===== config.mk =====
export PLATFORM = sky130hd
export DESIGN_NAME = sr_exit_seq
export DESIGN_NICKNAME = d
export VERILOG_FILES = /design/src/rtl/sr_exit_pkg.sv /design/src/rtl/sr_exit_dly_cnt.sv /design/src/rtl/sr_exit_mr1_map.sv /design/src/rtl/sr_exit_cal_chain.sv /design/src/rtl/sr_exit_seq.sv
export SDC_FILE = /design/constraint.sdc
export NUM_CORES = 1
export LEC_CHECK = 0
export BUFFER_PORTS_ARGS = -buffer_cell sky130_fd_sc_hd__buf_2
export CAP_MARGIN = 20
export CORE_MARGIN = 10
export CORE_UTILIZATION = 43
export CTS_BUF_LIST = sky130_fd_sc_hd__clkbuf_8
export DETAILED_ROUTE_END_ITERATION = 12
export PLACE_DENSITY = 0.75
export SYNTH_ARGS = -nofsm -noshare
export SYNTH_HDL_FRONTEND = slang
export SYNTH_SLANG_ARGS = --single-unit

===== constraint.sdc =====
create_clock -name clk_i -period 1.9 [get_ports clk_i]
set_clock_uncertainty 0.2 [all_clocks]
set_input_delay 0.19 -clock clk_i [delete_from_list [all_inputs] [get_ports clk_i]]
set_output_delay 0.19 -clock clk_i [all_outputs]
set_load 0.05 [all_outputs]

===== src/rtl/sr_exit_pkg.sv =====
`timescale 1ns/1ps
package sr_exit_pkg;

    typedef enum logic [2:0] {
        ST_PARK  = 3'd0,
        ST_CLKON = 3'd1,
        ST_WAIT  = 3'd2,
        ST_MRS   = 3'd3,
        ST_REF   = 3'd4,
        ST_CAL   = 3'd5,
        ST_READY = 3'd6
    } seq_st_e;

    typedef enum logic [1:0] {
        CMD_NOP = 2'd0,
        CMD_MRS = 2'd1,
        CMD_REF = 2'd2
    } dram_cmd_e;

    typedef struct packed {
        seq_st_e st;
    } seq_ctl_t;

endpackage


===== src/rtl/sr_exit_dly_cnt.sv =====
`timescale 1ns/1ps
// Loadable down-counter. EARLY selects whether expiry is flagged at a count of
// one or below (hand-over a cycle early) or only at zero.
module sr_exit_dly_cnt #(
    parameter int W     = 8,
    parameter bit EARLY = 1'b0
) (
    input  logic         clk_i,
    input  logic         rst_ni,
    input  logic         load_i,
    input  logic [W-1:0] val_i,
    output logic         expire_o
);
    typedef struct packed {
        logic [W-1:0] cnt;
    } cnt_st_t;

    cnt_st_t cnt_d, cnt_q;

    always_comb begin
        cnt_d = cnt_q;
        if (load_i) begin
            cnt_d.cnt = val_i;
        end else if (cnt_q.cnt != '0) begin
            cnt_d.cnt = cnt_q.cnt - 1'b1;
        end
    end

    always_ff @(posedge clk_i) begin
        if (!rst_ni) begin
            cnt_q <= '0;
        end else begin
            cnt_q <= cnt_d;
        end
    end

    generate
        if (EARLY) begin : g_early
            assign expire_o = (cnt_q.cnt[W-1:1] == '0);
        end else begin : g_exact
            assign expire_o = (cnt_q.cnt == '0);
        end
    endgenerate

    // Delay windows used for R3 and R8 shrink by one per cycle unless reloaded
    assert_count_down_R8: assert property (@(posedge clk_i) disable iff (!rst_ni)
        (!load_i && cnt_q.cnt != '0) |=> (cnt_q.cnt == $past(cnt_q.cnt) - 1'b1));

    assert_zero_sticks_R8: assert property (@(posedge clk_i) disable iff (!rst_ni)
        (!load_i && cnt_q.cnt == '0) |=> (cnt_q.cnt == '0));

endmodule


===== src/rtl/sr_exit_mr1_map.sv =====
`timescale 1ns/1ps
// Builds the mode-register-1 image used on the DLL-off exit path.
module sr_exit_mr1_map #(
    parameter int ADDR_W = 16
) (
    input  logic [2:0]        term_i,
    input  logic [1:0]        drive_i,
    output logic [ADDR_W-1:0] img_o
);
    localparam int TOP_USED = 9;

    always_comb begin
        img_o    = '0;
        img_o[0] = 1'b1;        // DLL off
        img_o[1] = drive_i[0];
        img_o[2] = term_i[0];
        img_o[5] = drive_i[1];
        img_o[6] = term_i[1];
        img_o[9] = term_i[2];   // everything else: buffers on, no leveling, AL 0
    end

    initial begin
        assert_width_fits_R4: assert (ADDR_W > TOP_USED)
            else $error("address bus narrower than the mode-register image");
    end

endmodule


===== src/rtl/sr_exit_cal_chain.sv =====
`timescale 1ns/1ps
// Steps through NCAL calibration handshakes in index order.
module sr_exit_cal_chain #(
    parameter int NCAL = 3
) (
    input  logic            clk_i,
    input  logic            rst_ni,
    input  logic            go_i,
    input  logic [NCAL-1:0] done_i,
    output logic [NCAL-1:0] req_o,
    output logic            fin_o
);
    localparam int          IW   = (NCAL > 1) ? $clog2(NCAL) : 1;
    localparam logic [IW-1:0] LAST = IW'(NCAL - 1);

    typedef struct packed {
        logic          active;
        logic [IW-1:0] idx;
    } chain_st_t;

    chain_st_t ch_d, ch_q;
    logic      cur_done;

    assign cur_done = done_i[ch_q.idx];
    assign fin_o    = ch_q.active && (ch_q.idx == LAST) && cur_done;

    always_comb begin
        ch_d = ch_q;
        if (!ch_q.active) begin
            if (go_i) begin
                ch_d.active = 1'b1;
                ch_d.idx    = '0;
            end
        end else if (cur_done) begin
            if (ch_q.idx == LAST) begin
                ch_d.active = 1'b0;
                ch_d.idx    = '0;
            end else begin
                ch_d.idx = ch_q.idx + 1'b1;
            end
        end
    end

    always_ff @(posedge clk_i) begin
        if (!rst_ni) begin
            ch_q <= '0;
        end else begin
            ch_q <= ch_d;
        end
    end

    for (genvar k = 0; k < NCAL; k++) begin : g_req
        assign req_o[k] = ch_q.active && (ch_q.idx == IW'(k));
    end

    assert_one_step_R6: assert property (@(posedge clk_i) disable iff (!rst_ni)
        $onehot0(req_o));

    assert_hold_until_done_R6: assert property (@(posedge clk_i) disable iff (!rst_ni)
        (ch_q.active && !cur_done) |=> $stable(req_o));

    for (genvar k = 1; k < NCAL; k++) begin : g_order
        assert_step_order_R6: assert property (@(posedge clk_i) disable iff (!rst_ni)
            $rose(req_o[k]) |-> ($past(req_o[k-1]) && $past(done_i[k-1])));
    end

endmodule


===== src/rtl/sr_exit_seq.sv =====
`timescale 1ns/1ps
module sr_exit_seq
    import sr_exit_pkg::*;
#(
    parameter int TW     = 8,
    parameter int ADDR_W = 16,
    parameter int BA_W   = 3,
    parameter int NCAL   = 3
) (
    input  logic              clk_i,
    input  logic              rst_ni,
    input  logic              start_i,
    input  logic              cfg_dll_off_i,
    input  logic [2:0]        cfg_term_i,
    input  logic [1:0]        cfg_drive_i,
    input  logic [TW-1:0]     t_exit_nr_i,
    input  logic [TW-1:0]     t_exit_rw_i,
    input  logic [NCAL-1:0]   cal_done_i,
    output logic              mem_clk_en_o,
    output logic              cke_o,
    output logic [1:0]        cmd_o,
    output logic [BA_W-1:0]   bank_o,
    output logic [ADDR_W-1:0] addr_o,
    output logic [NCAL-1:0]   cal_req_o,
    output logic              rw_ok_o
);
    localparam logic [BA_W-1:0] MR1_BANK = BA_W'(1);

    seq_ctl_t          ctl_d, ctl_q;
    logic              dly_load;
    logic              nr_done;
    logic              rw_done;
    logic              cal_go;
    logic              cal_fin;
    logic [ADDR_W-1:0] mr1_img;

    // Both windows start in the first cycle with CKE high
    assign dly_load = (ctl_q.st == ST_CLKON);
    assign cal_go   = (ctl_q.st == ST_REF);

    sr_exit_dly_cnt #(.W(TW), .EARLY(1'b1)) u_nr_cnt (
        .clk_i    (clk_i),
        .rst_ni   (rst_ni),
        .load_i   (dly_load),
        .val_i    (t_exit_nr_i),
        .expire_o (nr_done)
    );

    sr_exit_dly_cnt #(.W(TW), .EARLY(1'b0)) u_rw_cnt (
        .clk_i    (clk_i),
        .rst_ni   (rst_ni),
        .load_i   (dly_load),
        .val_i    (t_exit_rw_i),
        .expire_o (rw_done)
    );

    sr_exit_mr1_map #(.ADDR_W(ADDR_W)) u_mr1 (
        .term_i  (cfg_term_i),
        .drive_i (cfg_drive_i),
        .img_o   (mr1_img)
    );

    sr_exit_cal_chain #(.NCAL(NCAL)) u_cal (
        .clk_i  (clk_i),
        .rst_ni (rst_ni),
        .go_i   (cal_go),
        .done_i (cal_done_i),
        .req_o  (cal_req_o),
        .fin_o  (cal_fin)
    );

    always_comb begin
        ctl_d = ctl_q;
        unique case (ctl_q.st)
            ST_PARK, ST_READY: if (start_i) ctl_d.st = ST_CLKON;
            ST_CLKON:          ctl_d.st = ST_WAIT;
            ST_WAIT:           if (nr_done) ctl_d.st = cfg_dll_off_i ? ST_MRS : ST_REF;
            ST_MRS:            ctl_d.st = ST_REF;
            ST_REF:            ctl_d.st = ST_CAL;
            ST_CAL:            if (cal_fin) ctl_d.st = ST_READY;
            default:           ctl_d.st = ST_PARK;
        endcase
    end

    always_ff @(posedge clk_i) begin
        if (!rst_ni) begin
            ctl_q <= '{st: ST_PARK};
        end else begin
            ctl_q <= ctl_d;
        end
    end

    always_comb begin
        mem_clk_en_o = (ctl_q.st != ST_PARK);
        cke_o        = !(ctl_q.st inside {ST_PARK, ST_CLKON});
        cmd_o        = CMD_NOP;
        bank_o       = '0;
        addr_o       = '0;
        if (ctl_q.st == ST_MRS) begin
            cmd_o  = CMD_MRS;
            bank_o = MR1_BANK;
            addr_o = mr1_img;
        end else if (ctl_q.st == ST_REF) begin
            cmd_o = CMD_REF;
        end
        rw_ok_o = (ctl_q.st == ST_READY) && rw_done;
    end

    assert_clock_before_cke_R2: assert property (@(posedge clk_i) disable iff (!rst_ni)
        $rose(cke_o) |-> $past(mem_clk_en_o));

    assert_cmd_needs_cke_R3: assert property (@(posedge clk_i) disable iff (!rst_ni)
        (cmd_o != CMD_NOP) |-> (cke_o && $past(cke_o)));

    assert_mrs_only_dll_off_R4: assert property (@(posedge clk_i) disable iff (!rst_ni)
        (cmd_o == CMD_MRS) |-> cfg_dll_off_i);

    assert_ref_after_mrs_R5: assert property (@(posedge clk_i) disable iff (!rst_ni)
        (cmd_o == CMD_MRS) |=> (cmd_o == CMD_REF));

    assert_cal_after_ref_R6: assert property (@(posedge clk_i) disable iff (!rst_ni)
        (cmd_o == CMD_REF) |=> cal_req_o[0]);

    assert_rw_quiet_R8: assert property (@(posedge clk_i) disable iff (!rst_ni)
        rw_ok_o |-> (cke_o && mem_clk_en_o && (cal_req_o == '0) && (cmd_o == CMD_NOP)));

    assert_start_ignored_R9: assert property (@(posedge clk_i) disable iff (!rst_ni)
        ((ctl_q.st inside {ST_CLKON, ST_WAIT, ST_MRS, ST_REF, ST_CAL}) && start_i)
        |=> (ctl_q.st != ST_CLKON));

endmodule


After elaboration in Yosys (flattened, before gate mapping)
Cells that the tools add are included.
{"block": "word_totals", "output_inout_bits": 27, "word_cells": 61, "inputBits": 28, "register_bits": 22}
{"block": "op_classes", "n_lt_le_gt_ge": 1, "add_sub_neg": 3, "n_eq_ne": 12, "n_mux": 20, "reduce_logical": 20}
{"op": "8-bit 2-to-1 mux", "count": 4}
{"op": "3-bit 2-to-1 mux", "count": 7}
{"op": "3-bit case mux with 6 select lines", "count": 1}
{"op": "8-bit nonzero test", "count": 2}
{"op": "8-bit by 1-bit subtractor with 8-bit output, second input constant", "count": 2}
{"op": "10-bit 2-to-1 mux", "count": 1}
{"op": "3-bit == test, second input constant", "count": 3}
{"op": "8-bit logical NOT", "count": 1}
{"op": "2-bit inequality test, second input constant", "count": 4}
{"op": "2-bit nonzero test", "count": 4}
{"op": "7-bit logical NOT", "count": 1}
{"op": "3-bit by 2-bit == test with 1-bit output, second input constant", "count": 2}
{"op": "2-bit 2-to-1 mux", "count": 3}
{"op": "1-bit logical AND", "count": 5}
{"op": "3-bit by 1-bit == test with 1-bit output, second input constant", "count": 1}
{"op": "3-bit logical NOT", "count": 1}
{"op": "2-bit by 3-bit less-than comparator with 1-bit output, second input constant", "count": 1}
{"op": "1-bit 2-to-1 mux", "count": 3}
{"op": "3-bit AND reduction", "count": 1}
{"op": "3-bit nonzero test", "count": 1}
{"op": "2-bit by 1-bit adder with 2-bit output, second input constant", "count": 1}
{"op": "1-bit binary-select mux with 2-bit select", "count": 1}
{"op": "2-bit by 1-bit == test with 1-bit output, second input constant", "count": 1}
{"op": "2-bit == test, second input constant", "count": 1}
{"op": "4 further kinds", "count": 4}

Depth between registers and ports, before layout
Gate-level depths: netlist of run 1.
{"block": "logic_depth", "ltp_word": 5, "ltp_mapped": 6, "ltp_nobuf": 6}

Cells and area by module
From an unflattened synthesis of run 1, not the netlist that was laid out.
{"block": "hier_totals", "hier_cells": 195, "area_unflattened_um2": 1656.6}
{"module": "sr_exit_dly_cnt at u_nr_cnt", "cells_each": 53, "n_inst": 1, "area_per_inst_um2": 480.5, "seq_area_each_um2": 160.2}
{"module": "sr_exit_dly_cnt at u_rw_cnt", "cells_each": 51, "n_inst": 1, "area_per_inst_um2": 457.9, "seq_area_each_um2": 160.2}
{"module": "sr_exit_seq", "cells_each": 53, "n_inst": 1, "area_per_inst_um2": 411.6, "seq_area_each_um2": 60.1}
{"module": "sr_exit_cal_chain", "cells_each": 20, "n_inst": 1, "area_per_inst_um2": 178.9, "seq_area_each_um2": 60.1}
{"module": "sr_exit_mr1_map", "cells_each": 18, "n_inst": 1, "area_per_inst_um2": 127.6, "seq_area_each_um2": 0.0}

Worst setup path after synthesis of run 1
OpenSTA, ideal clock, no wires.
{"block": "synth_path", "path_type": "flip-flop to output port", "from": "register u_rw_cnt.cnt_q[0] (netlist bit)", "to": "output rw_ok_o", "slack_ns": -1.036, "path_stages_with_launch": 6, "required_ns": 1.510, "t_arrival_ns": 2.546, "path_buffers": 0, "cell_sequence": "dfxtp_1 > inv_1 > ha_1 > nor4b_1 > nand2_1 > nor4_1"}
{"block": "synth_between", "elab_chain_len": 2}
{"item": "start, declared", "line": "sr_exit_dly_cnt.sv:18", "source": "cnt_st_t cnt_d, cnt_q;"}
{"item": "start signal, assigned", "line": "sr_exit_dly_cnt.sv:33", "source": "cnt_q <= cnt_d;"}
{"item": "8-bit logical NOT", "line": "sr_exit_dly_cnt.sv:41", "source": "assign expire_o = (cnt_q.cnt == '0);"}
{"item": "1-bit logical AND", "line": "sr_exit_seq.sv:106", "source": "rw_ok_o = (ctl_q.st == ST_READY) && rw_done;"}
{"item": "end, declared", "line": "sr_exit_seq.sv:25", "source": "output logic rw_ok_o"}
Every way passes these cells.

Worst setup path in the final report of run 1
Ends and elaborated chain as after synthesis.

==> summary.txt, run 1 <==
Final layout
  – Most frequent cells in the layout: 41 x buf_2, 17 x dfxtp_1, 15 x nor2_1
  – Ant. Diodes: 0
  – Core Util, Final: 62.2%
  – Syn-to-layout area delta: 35.9%
  – Share of post-route cells with drive strength above 1: between 30% and 40%
  – Layout net count: between 200 and 300
  – Most common cell after layout, fill and taps aside: buf_2

Die
  – Die Wd: about 77 µm
  – Number of I/O pins: 55
  – Core Footprint: a little over 3000 µm²
  – Initial Utilization: between 40% and 50%
  – Die Ht: between 70 and 80 µm
  – Cell Rows: 20
  – Die ar.: about 6000 µm²

Synth
  – Synth warn: 0
  – Top cells by area, synth: dfxtp_1 31%, buf_4 7.4%, nand3_1 4.9%
  – Main flop type after synthesis: dfxtp_1
  – Yosys cell types: just over 40
  – Post-synthesis sequential area ratio: approximately 31%
  – EDFF count, synth: 0
  – Flops & latches, synth: 22
  – Syn Inst Count: 183
  – Synth area leader: dfxtp_1
  – Cell Area, Synth: about 1400 µm²
  – Synth top area share: a little under a third
  – Syn Area/Cell: roughly 7.8 µm²
  – Post-synth ARST share: 0%

Route
  – Post-route ant nets: 0
  – Pre-Repair DR Iteration Count: 4
  – First-iteration detailed-routing DRC count: approximately 110
  – Drt wl/cell: ~13 µm
  – Routed wire length: 3.61 mm
  – Vias per cell: roughly 5.1
  – Remaining DRCs: 0
  – Vias: about 1,500

Power
  – Cell Pwr Density: between 1000 and 1500 nW/µm²
  – Pint: 1.59 mW
  – Switching portion of total power: ~44%
  – Seq pwr share: a little under a third
  – Maximum vdd drop: roughly 0.64 mV
  – Clock Power Share: between 10% and 20%
  – Switching power: about 1.3 mW
  – Lkg Pwr: between 0.8 and 0.9 nW
  – Comb power frac: 57.6%

Global routing
  – Number of global-route vias before repair: roughly 1,400
  – Largest net degree at the start of global routing: 27
  – First-pass GRT wire length: 6.27 mm
  – Total GRT Usage: about an eighth
  – GRT overflow: 0
  – Initial antenna violation count: 0

Timing
  – WHS: approximately 0.0065 ns
  – Fin crit share: 104%
  – Tmin final: just under 2 ns
  – RSZ-0062 raised after global routing: yes
  – Final hold vios: 0
  – Setup violations, final: 2
  – Setup ws final: -0.0718 ns
  – Max-slew violations: 0
  – FMAX: between 500 and 600 MHz

Setup path
  – Critical path class: flip-flop to primary output
  – R2R Path Start: u_rw_cnt.cnt_q[0]$_SDFFE_PN0P_
  – Flop2flop setup slack: -0.01 ns
  – Reg2Reg Depth: 7
  – Critical Path End Type: primary output
  – Worst R2R End: u_rw_cnt.cnt_q[5]$_SDFFE_PN0P_
  – CP arrival: roughly 1.6 ns
  – Max incr delay on CP: 0.33 ns
  – Critical Path RT: ~1.5 ns
  – Nature of the critical path startpoint: flip-flop
  – CP max FO: 3
  – Slowest CP cell: dfxtp_2
  – CP cell instances: inv_2, ha_1, nor4b_4, nand2_2, nor4_4, buf_6

Place
  – Hpwl dp: approximately 2.8 mm
  – RD Place Congestion: roughly 0.82
  – Port bufs: 42
  – Pre-CTS setup slack: about 0.018 ns

Clock network
  – CTS tree: yes
  – Root Buffer: clkbuf_8
  – Worst-skew pair later-pin latency: 0.27 ns
  – CTS max path bufs: 2
  – Clk pin slew, worst setup/hold paths: ~0.08 ns
  – H-tree Lvls: 1
  – CTS Sinks: 22
  – CTS buffer count: 3

Run status
  – Run status: finished, violations left
  – Failing checks: negative setup slack

Hold path
  – WHS Path Cells: 3
  – Worst Hold Class: primary input to flip-flop
  – Hold Path End: u_nr_cnt.cnt_q[6]$_SDFFE_PN0P_
  – Hold path start: t_exit_nr_i[6]

Job
  – Max cap viols: 0
## per-stage QoR
step	TNS (ns)	total power, mW	cells	cell area [µm²]
4_1_cts	-0.146	2.79	282	1900
5_1_grt	-0.280	3.10	283	1930
3_3_place_gp	0	2.33	267	1720
2_1_floorplan	-0.0819	1.98	194	1510
6_report	-0.0798	2.87	283	1930
3_5_place_dp	0	2.35	267	1720
## flip-flops by register name (all words and copies together) (netlist names)
name / count
ctl_q: 3
u_rw_cnt.cnt_q: 8
u_nr_cnt.cnt_q: 8
u_cal.ch_q: 3
## critical path, delay by kind of cell, from the launching register on
family                     cells  cell delay, ns
adders and majority gates      1            0.14
buffers and inverters          2            0.25
DFF                            1            0.33
and+or+nand+nor                3            0.59
## cell type report
type,count,area [µm²]
Timing Repair Buffer,64,419
Tap cell,44,55.1
Clock buffer,4,55.1
Sequential cell,22,447
Fill cell,290,1170
Multi-Input combinational cell,139,917
Inverter,10,37.5
## routing by layer
metal / GRT usage (%) / vias to the layer above / wire (µm)
met2: 19.0 / 49 / 1540
met3: 4.03 / 4 / 295
li1: - / 739 / -
met5: 0 / - / 0
met1: 14.2 / 661 / 1720
met4: 4.56 / 0 / 47
## worst max-delay path by stage
stage                                   startpoint       to
CTS                 u_rw_cnt.cnt_q[1]$_SDFFE_PN0P_  rw_ok_o
global route        u_rw_cnt.cnt_q[0]$_SDFFE_PN0P_  rw_ok_o
global placement    u_rw_cnt.cnt_q[0]$_SDFFE_PN0P_  rw_ok_o
floorplan           u_rw_cnt.cnt_q[0]$_SDFFE_PN0P_  rw_ok_o
finish              u_rw_cnt.cnt_q[0]$_SDFFE_PN0P_  rw_ok_o
detailed placement  u_rw_cnt.cnt_q[1]$_SDFFE_PN0P_  rw_ok_o
## synth_stat cells, types with 2 or more instances
cell type	n
buf_4	14
o211ai_1	2
o21a_1	2
nor4_1	2
clkbuf_1	9
nand3_1	14
nand2_1	10
xnor2_1	3
a21boi_0	2
nand4_1	5
and2_1	6
a21oi_1	10
o21ai_0	10
nor3b_1	5
or4_1	2
xor2_1	4
and3_1	2
a211oi_1	6
nor2_1	15
nor3_1	5
nor4b_1	2
ha_1	4
inv_1	10
dfxtp_1	22
## power groups by stage
stage | clock network (mW) | logic (mW) | registers (mW)
after floorplan | 0 | 1.19 | 0.782
after global placement | 0 | 1.49 | 0.839
after detailed placement | 0 | 1.51 | 0.843
after CTS | 0.347 | 1.59 | 0.852
after global routing | 0.363 | 1.84 | 0.898
final | 0.344 | 1.65 | 0.871
## kinds of logic (layout without fill, tap and decap cells)
kind of cell             count (synthesis)  count (layout)  synth area share, %
buffers and inverters                   33              78                 12.4
other                                    1              12                0.264
multiplexers                             1               1                0.705
adder cells (fa/ha/maj)                  4               4                 3.52
AND/OR/NAND/NOR                         74              74                 28.8
XOR/XNOR                                 7               7                 4.32
flip-flops                              22              22                 31.0
AO/OA/AOI/OAI                           41              41                 18.9
## timing repair
| item | CTS | global route |
|---|---|---|
| buffers inserted | 1 | 1 |
| hold buffers | 10 | 0 |
| resized for setup | 9 | 9 |
| pin swaps | 1 | 1 |
| endpoints found under the setup margin | 6 | 12 |
| hold endpoints to repair | 10 | 0 |
(Power assumes the default switching activity.)
==> inputs of run 2 (changes only) <==
HOLD_SLACK_MARGIN = 0.06   (was not set)
==> run 2 against run 1 <==
Compared with the run above:
- highest routed layer unchanged
- via count is 3.0% higher
- global-route usage grew 0.42 points
- non-clock buffer count increased by 9
- worst setup slack worse by 0.0021 ns
- hold slack better by 0.082 ns
- routed wire length is 2.4% higher
- die area did not move
- the run still ends with negative setup slack left
- power up 0.45%
- register-to-register slack is essentially flat
- final cell count rose by 3.2%
- clock power about the same
==> summary.txt, run 2 (synthesized netlist as in run 1, its figures left out) <==
Route
  – Vias: 1,497 (+3.0%)
  – Vias per cell: 5.13 (-0.15%)
  – Pre-Repair DR Iteration Count: 4 (unchanged)
  – Drt wl/cell: 12.7 µm (-0.75%)
  – Routed wire length: 3.70 mm (+2.4%)
  – Remaining DRCs: 0 (unchanged)
  – Post-route ant nets: 0 (unchanged)
  – First-iteration detailed-routing DRC count: 79 (-30%)

Hold path
  – Worst Hold Class: primary input to flip-flop

Clock network
  – CTS buffer count: 3 (unchanged)
  – CTS tree: yes
  – H-tree Lvls: 1 (unchanged)
  – CTS max path bufs: 2 (unchanged)
  – Root Buffer: clkbuf_8
  – Clk pin slew, worst setup/hold paths: 0.08 ns (about the same)
  – CTS Sinks: 22 (unchanged)
  – Worst-skew pair later-pin latency: 0.27 ns (about the same)

Final layout
  – Core Util, Final: 65.1% (+2.9 points)
  – Share of post-route cells with drive strength above 1: 33.9% (-1.3 points)
  – Syn-to-layout area delta: 42.3%
  – Most frequent cells in the layout: 41 x buf_2, 19 x dlygate4sd3_1, 17 x dfxtp_1
  – Top Registers: u_nr_cnt.cnt_q: 8 flops, u_rw_cnt.cnt_q: 8 flops
  – Most common cell after layout, fill and taps aside: buf_2
  – Layout net count: 281 (+3.3%)
  – Ant. Diodes: 0 (unchanged)

Global routing
  – Largest net degree at the start of global routing: 27 (unchanged)
  – Total GRT Usage: 12.3% (+0.42 points)
  – Initial antenna violation count: 0 (unchanged)
  – Number of global-route vias before repair: 1,485 (+3.7%)
  – First-pass GRT wire length: 6.50 mm (+3.6%)
  – GRT overflow: 0 (unchanged)

Die
  – Die ar.: 6000 µm² (unchanged)
  – Die Wd: 77.5 µm (unchanged)
  – Initial Utilization: 45.8% (unchanged)
  – Cell Rows: 20 (unchanged)
  – Core Footprint: 3100 µm² (unchanged)
  – Number of I/O pins: 55 (unchanged)
  – Die Ht: 77.5 µm (unchanged)

Timing
  – Setup violations, final: 2 (unchanged)
  – Max-slew violations: 0 (unchanged)
  – Worst Tran Pin Value: 0.490 ns
  – RSZ-0062 raised after global routing: yes
  – Tmin final: 1.97 ns (+0.00210 ns)
  – FMAX: 507 MHz (-0.11%)
  – Slew HR: between 60% and 70%
  – Fin crit share: 104% (+0.11 points)
  – Setup ws final: -0.0739 ns (-0.00210 ns)
  – Final hold vios: 0 (unchanged)

Power
  – Pwr Total: 2.88 mW (+0.45%)
  – Maximum vdd drop: 0.639 mV (about the same)
  – Lkg Pwr: 0.902 nW (+4.4%)
  – Cell Pwr Density: 1420 nW/µm² (-4.0%)

Place
  – RD Place Congestion: 0.817 (unchanged)
  – Port bufs: 42 (unchanged)
  – Pre-CTS setup slack: 0.0182 ns (unchanged)
  – Hpwl dp: 2.78 mm (unchanged)

Setup path
  – CP arrival: 1.58 ns (about the same)
  – Nature of the critical path startpoint: flip-flop
  – Critical Path End Type: primary output
  – Critical Path RT: 1.51 ns (about the same)
  – CP max FO: 3 (unchanged)
  – Critical path class: flip-flop to primary output

Job
  – Max cap viols: 0 (unchanged)

Run status
  – Failing checks: negative setup slack
  – Run status: finished, violations left
-- run 2: cell types whose count changed in the layout (fill, tap and decap cells not counted), sizes merged --
cell	before	now
dlygate4sd3	10	19
-- run 2: metrics by stage --
step / instance area (µm²) / hold slack (ns) / cells / setup TNS (ns)
after floorplan: 1510 / 0.126 / 194 / -0.0819
after global placement: 1720 / 0.227 / 267 / 0
after detailed placement: 1720 / 0.225 / 267 / 0
after CTS: 1990 / 0.0901 / 291 / -0.146
after global routing: 2020 / 0.132 / 292 / -0.280
final: 2020 / 0.0883 / 292 / -0.0841
-- run 2: what timing repair did --
| item | CTS | global route |
|---|---|---|
| hold buffers | 19 | 0 |
| gates resized for setup | 9 | 9 |
| setup endpoints to repair | 6 | 12 |
| endpoints found under the hold margin | 19 | 0 |
| buffers inserted | 1 | 1 |
| pin swaps | 1 | 1 |
-- run 2: per-layer routing --
layer | share of wire, % | track usage, % | wire length, µm
met1 | 48 | 14.9 | 1760
met2 | 44 | 20.1 | 1620
met3 | 7.3 | 3.46 | 271
met4 | 1.3 | 4.56 | 47
met5 | 0 | 0 | 0
-- run 2: worst paths after layout --
kind / cells past startpoint / start / to / slack (ns)
setup / recovery: 6 / u_rw_cnt.cnt_q[0]$_SDFFE_PN0P_ / rw_ok_o / -0.07
hold / removal: 3 / rst_ni / u_cal.ch_q[1]$_SDFFE_PN0P_ / 0.09
setup reg to reg: 7 / u_rw_cnt.cnt_q[0]$_SDFFE_PN0P_ / u_rw_cnt.cnt_q[5]$_SDFFE_PN0P_ / -0.01
hold reg to reg: 2 / u_rw_cnt.cnt_q[1]$_SDFFE_PN0P_ / u_rw_cnt.cnt_q[1]$_SDFFE_PN0P_ / 0.33
-- run 2: power by group --
part | leakage, nW | total, mW | switching (mW) | internal [mW]
registers | 0.183 | 0.870 | 0.227 | 0.643
logic | 0.690 | 1.67 | 0.891 | 0.776
clock network | 0.0288 | 0.342 | 0.157 | 0.185
total | 0.902 | 2.88 | 1.28 | 1.60
-- run 2: final cells by class --
class,instances,area (µm²)
fill,280,1080
multi-input combinational,139,917
timing repair buffer,73,509
sequential,22,447
clock buffer,4,55.1
tap,44,55.1
inverter,10,37.5
-- run 2: critical path, cell delays in order (launching register included) --
cell	delay, ns
dfxtp_2	0.33
inv_2	0.06
ha_1	0.14
nor4b_4	0.23
nand2_2	0.12
nor4_4	0.24
buf_6	0.19
==> inputs of run 3 (changes only) <==
ABC_AREA = 1   (was not set)
BUFFER_PORTS_ARGS = not set   (was -buffer_cell sky130_fd_sc_hd__buf_2)
DONT_BUFFER_PORTS = 1   (was not set)
PLACE_DENSITY = not set   (was 0.75)
==> run 3 against run 2 <==
Compared with the run above:
- maximum frequency grew 11%
- clock power increased by 2%
- highest routed layer unchanged
- the flow now finishes without violations
- critical path depth is 1 higher
- non-clock buffer count is 39 lower
- sequential share of layout area fell by 0.091 points
- sequential power fell by 4.9%
- clock-buffer cell count stayed put
- final area is 0.99% lower
- die area increased by 11%
- routed wire length increased by 7.4%
- worst setup slack better by 0.19 ns
==> summary.txt, run 3 <==
Run status
  – Run status: finished clean

Route
  – Drt wl/cell: 11.9 µm (-6.1%)
  – Routed wire length: 3.97 mm (+7.4%)
  – Remaining DRCs: 0 (unchanged)
  – Pre-Repair DR Iteration Count: 4 (unchanged)
  – Vias per cell: 4.67 (-9.0%)
  – Post-route ant nets: 0 (unchanged)
  – First-iteration detailed-routing DRC count: 47 (-41%)
  – Vias: 1,559 (+4.1%)

Setup path
  – CP max FO: 3 (unchanged)
  – Critical path class: flip-flop to primary output
  – CP top delay family: simple AND/OR/NAND/NOR gates
  – CP most frequent cell: inv_1
  – CP bufs+invs: 3 (+1)
  – Slowest CP cell: dfxtp_1
  – CP cell instances: inv_1, ha_1, inv_1, nor3_4, nand2_2, nor2_4, buf_12
  – Critical Path End Type: primary output
  – Max incr delay on CP: 0.31 ns (-0.02 ns)
  – Critical Path RT: 1.51 ns (about the same)
  – Flop2flop setup slack: 0.21 ns (+0.22 ns)
  – CP arrival: 1.40 ns (-0.18 ns)
  – Nature of the critical path startpoint: flip-flop

Timing
  – RSZ-0062 raised after global routing: no
  – Setup ws final: 0.115 ns (+0.189 ns)
  – Max-slew violations: 0 (unchanged)
  – TNS Setup: 0 ns (+0.0841 ns)
  – Setup violations, final: 0 (-2)
  – Tmin final: 1.79 ns (-0.189 ns)
  – Final hold vios: 0 (unchanged)
  – Fin crit share: 94.0% (-9.9 points)
  – FMAX: 560 MHz (+11%)

Synth
  – Synth warn: 0 (unchanged)
  – Syn Area/Cell: 6.36 µm² (-18%)
  – Flops & latches, synth: 22 (unchanged)
  – Syn Inst Count: 256 (+40%)
  – Synth top area share: 27.1% (-4.0 points)
  – Yosys cell types: 31 (-24%)
  – Commonest cells post-synth: 52 x nand2_1, 40 x nor2_1, 33 x inv_1, 22 x dfxtp_1, 17 x nand3_1
  – Post-synth ARST share: 0% (unchanged)
  – EDFF count, synth: 0 (unchanged)
  – Main flop type after synthesis: dfxtp_1
  – Most common cell in the netlist: nand2_1
  – Synth area leader: dfxtp_1
  – Post-synthesis sequential area ratio: 27.1% (-4.0 points)
  – Top cells by area, synth: dfxtp_1 27%, nand2_1 12%, nor2_1 9.2%
  – Cell Area, Synth: 1630 µm² (+15%)

Clock network
  – H-tree Lvls: 1 (unchanged)
  – Root Buffer: clkbuf_8
  – CTS max path bufs: 2 (unchanged)
  – CTS buffer count: 3 (unchanged)
  – CTS tree: yes
  – Worst-skew pair later-pin latency: 0.27 ns (about the same)
  – Clk pin slew, worst setup/hold paths: 0.08 ns (about the same)
  – CTS Sinks: 22 (unchanged)

Place
  – Pre-CTS setup slack: 0.214 ns (+0.196 ns)
  – Hpwl dp: 2.96 mm (+6.6%)
  – Port bufs: 0 (-100%)
  – RD Place Congestion: 0.774 (-5.3%)

Die
  – Number of I/O pins: 55 (unchanged)
  – Die ar.: 6650 µm² (+11%)
  – Core Footprint: 3660 µm² (+18%)
  – Cell Rows: 22 (+10%)
  – Initial Utilization: 44.5% (-1.3 points)
  – Die Ht: 81.5 µm (+5.2%)
  – Die Wd: 81.5 µm (+5.2%)

Global routing
  – Grt peak-use layer: met2
  – Largest net degree at the start of global routing: 19 (-30%)
  – Total GRT Usage: 12.3% (+0.054 points)
  – Initial antenna violation count: 0 (unchanged)
  – GRT overflow: 0 (unchanged)
  – First-pass GRT wire length: 6.77 mm (+4.1%)
  – Grt met3 use: 3.82% (+0.36 points)
  – M1 GR Usage: 15.1% (+0.24 points)
  – Number of global-route vias before repair: 1,508 (+1.5%)
  – GR Util met2: 19.9% (-0.16 points)

Power
  – Cell Pwr Density: 1650 nW/µm² (+16%)
  – Maximum vdd drop: 0.774 mV (+21%)
  – Lkg Pwr: 0.971 nW (+7.7%)

Final layout
  – Share of post-route cells with drive strength above 1: 16.8% (-17 points)
  – Top Registers: u_nr_cnt.cnt_q: 8 flops, u_rw_cnt.cnt_q: 8 flops
  – Layout net count: 319 (+14%)
  – Fill cells: 378 (+35%)
  – Most frequent cells in the layout: 51 x nand2_1, 39 x nor2_1, 31 x inv_1
  – Core Util, Final: 54.6% (-10 points)
  – Syn-to-layout area delta: 22.9%
  – Ant. Diodes: 0 (unchanged)
  – Most common cell after layout, fill and taps aside: nand2_1

Job
  – Max cap viols: 0 (unchanged)

Hold path
  – Worst Hold Class: primary input to flip-flop
-- run 3: changes by cell type after synthesis, sizes merged, moves of 6 or more --
cell,before,now
o21ai,10,16
nor3,5,11
inv,10,40
clkbuf,9,1
nand2,10,55
and2,6,0
nor2,15,43
-- run 3: cell families (layout without fill, tap and decap cells) --
| logic type | Yosys count | in the layout | synth area share [%] |
|---|---|---|---|
| AOI/OAI and AO/OA | 30 | 30 | 10.7 |
| buffers and inverters | 60 | 79 | 19.1 |
| xor gates and xnor gates | 3 | 3 | 1.61 |
| and+or+nand+nor | 136 | 136 | 38.3 |
| other | 1 | 12 | 0.230 |
| adders and majority gates | 4 | 4 | 3.07 |
| DFF | 22 | 22 | 27.1 |
-- run 3: repair_timing --
item / in CTS / in global routing
resized for setup: 1 / 6
endpoints found under the hold margin: 22 / 0
buffers inserted: 0 / 2
setup endpoints to repair: 1 / 4
hold buffers: 20 / 0
pin swaps: 0 / 1
-- run 3: cell type report --
| class | count | area (µm²) | share of cell area, % |
|---|---|---|---|
| Clock buffer | 4 | 55.1 | 2.75 |
| Inverter | 41 | 160 | 8.01 |
| Multi-Input combinational cell | 185 | 955 | 47.7 |
| Sequential cell | 22 | 440 | 22.0 |
| Tap cell | 48 | 60.1 | 3.00 |
| Timing Repair Buffer | 34 | 330 | 16.5 |
-- run 3: worst min-delay path: cells and delay by family --
kind,cells,cell delay [ns]
simple gates,3,0.20
compound gates,1,0.11
-- run 3: final timing paths --
kind | endpoint | start | depth (start not counted)
setup / recovery | rw_ok_o | u_rw_cnt.cnt_q[1]$_SDFFE_PN0P_ | 7
hold / removal | u_cal.ch_q[0]$_SDFFE_PN0P_ | cal_done_i[2] | 4
setup reg to reg | u_rw_cnt.cnt_q[7]$_SDFFE_PN0P_ | ctl_q[1]$_SDFFE_PN0P_ | 9
hold reg to reg | u_rw_cnt.cnt_q[1]$_SDFFE_PN0P_ | u_rw_cnt.cnt_q[1]$_SDFFE_PN0P_ | 2
-- run 3: per-stage QoR --
step	power (mW)	cell area, µm²	hold WS (ns)	std cells
after floorplan	2.55	1680	0.133	267
after global placement	2.80	1700	0.118	308
after detailed placement	2.82	1700	0.122	308
after CTS	3.22	1960	0.0617	332
after global routing	3.66	2000	0.112	334
final	3.29	2000	0.0658	334
-- run 3: power breakdown --
part	internal [mW]	total [mW]	switching [mW]	leakage [nW]
logic	0.713	2.12	1.40	0.760
clock network	0.185	0.350	0.165	0.0288
registers	0.643	0.827	0.183	0.182
total	1.54	3.29	1.75	0.971
-- run 3: routing by layer --
| metal | wire length (µm) | part of all wire, % |
|---|---|---|
| met1 | 1860 | 47 |
| met5 | 0 | 0 |
| met3 | 375 | 9.5 |
| met2 | 1690 | 43 |
| met4 | 50 | 1.3 |
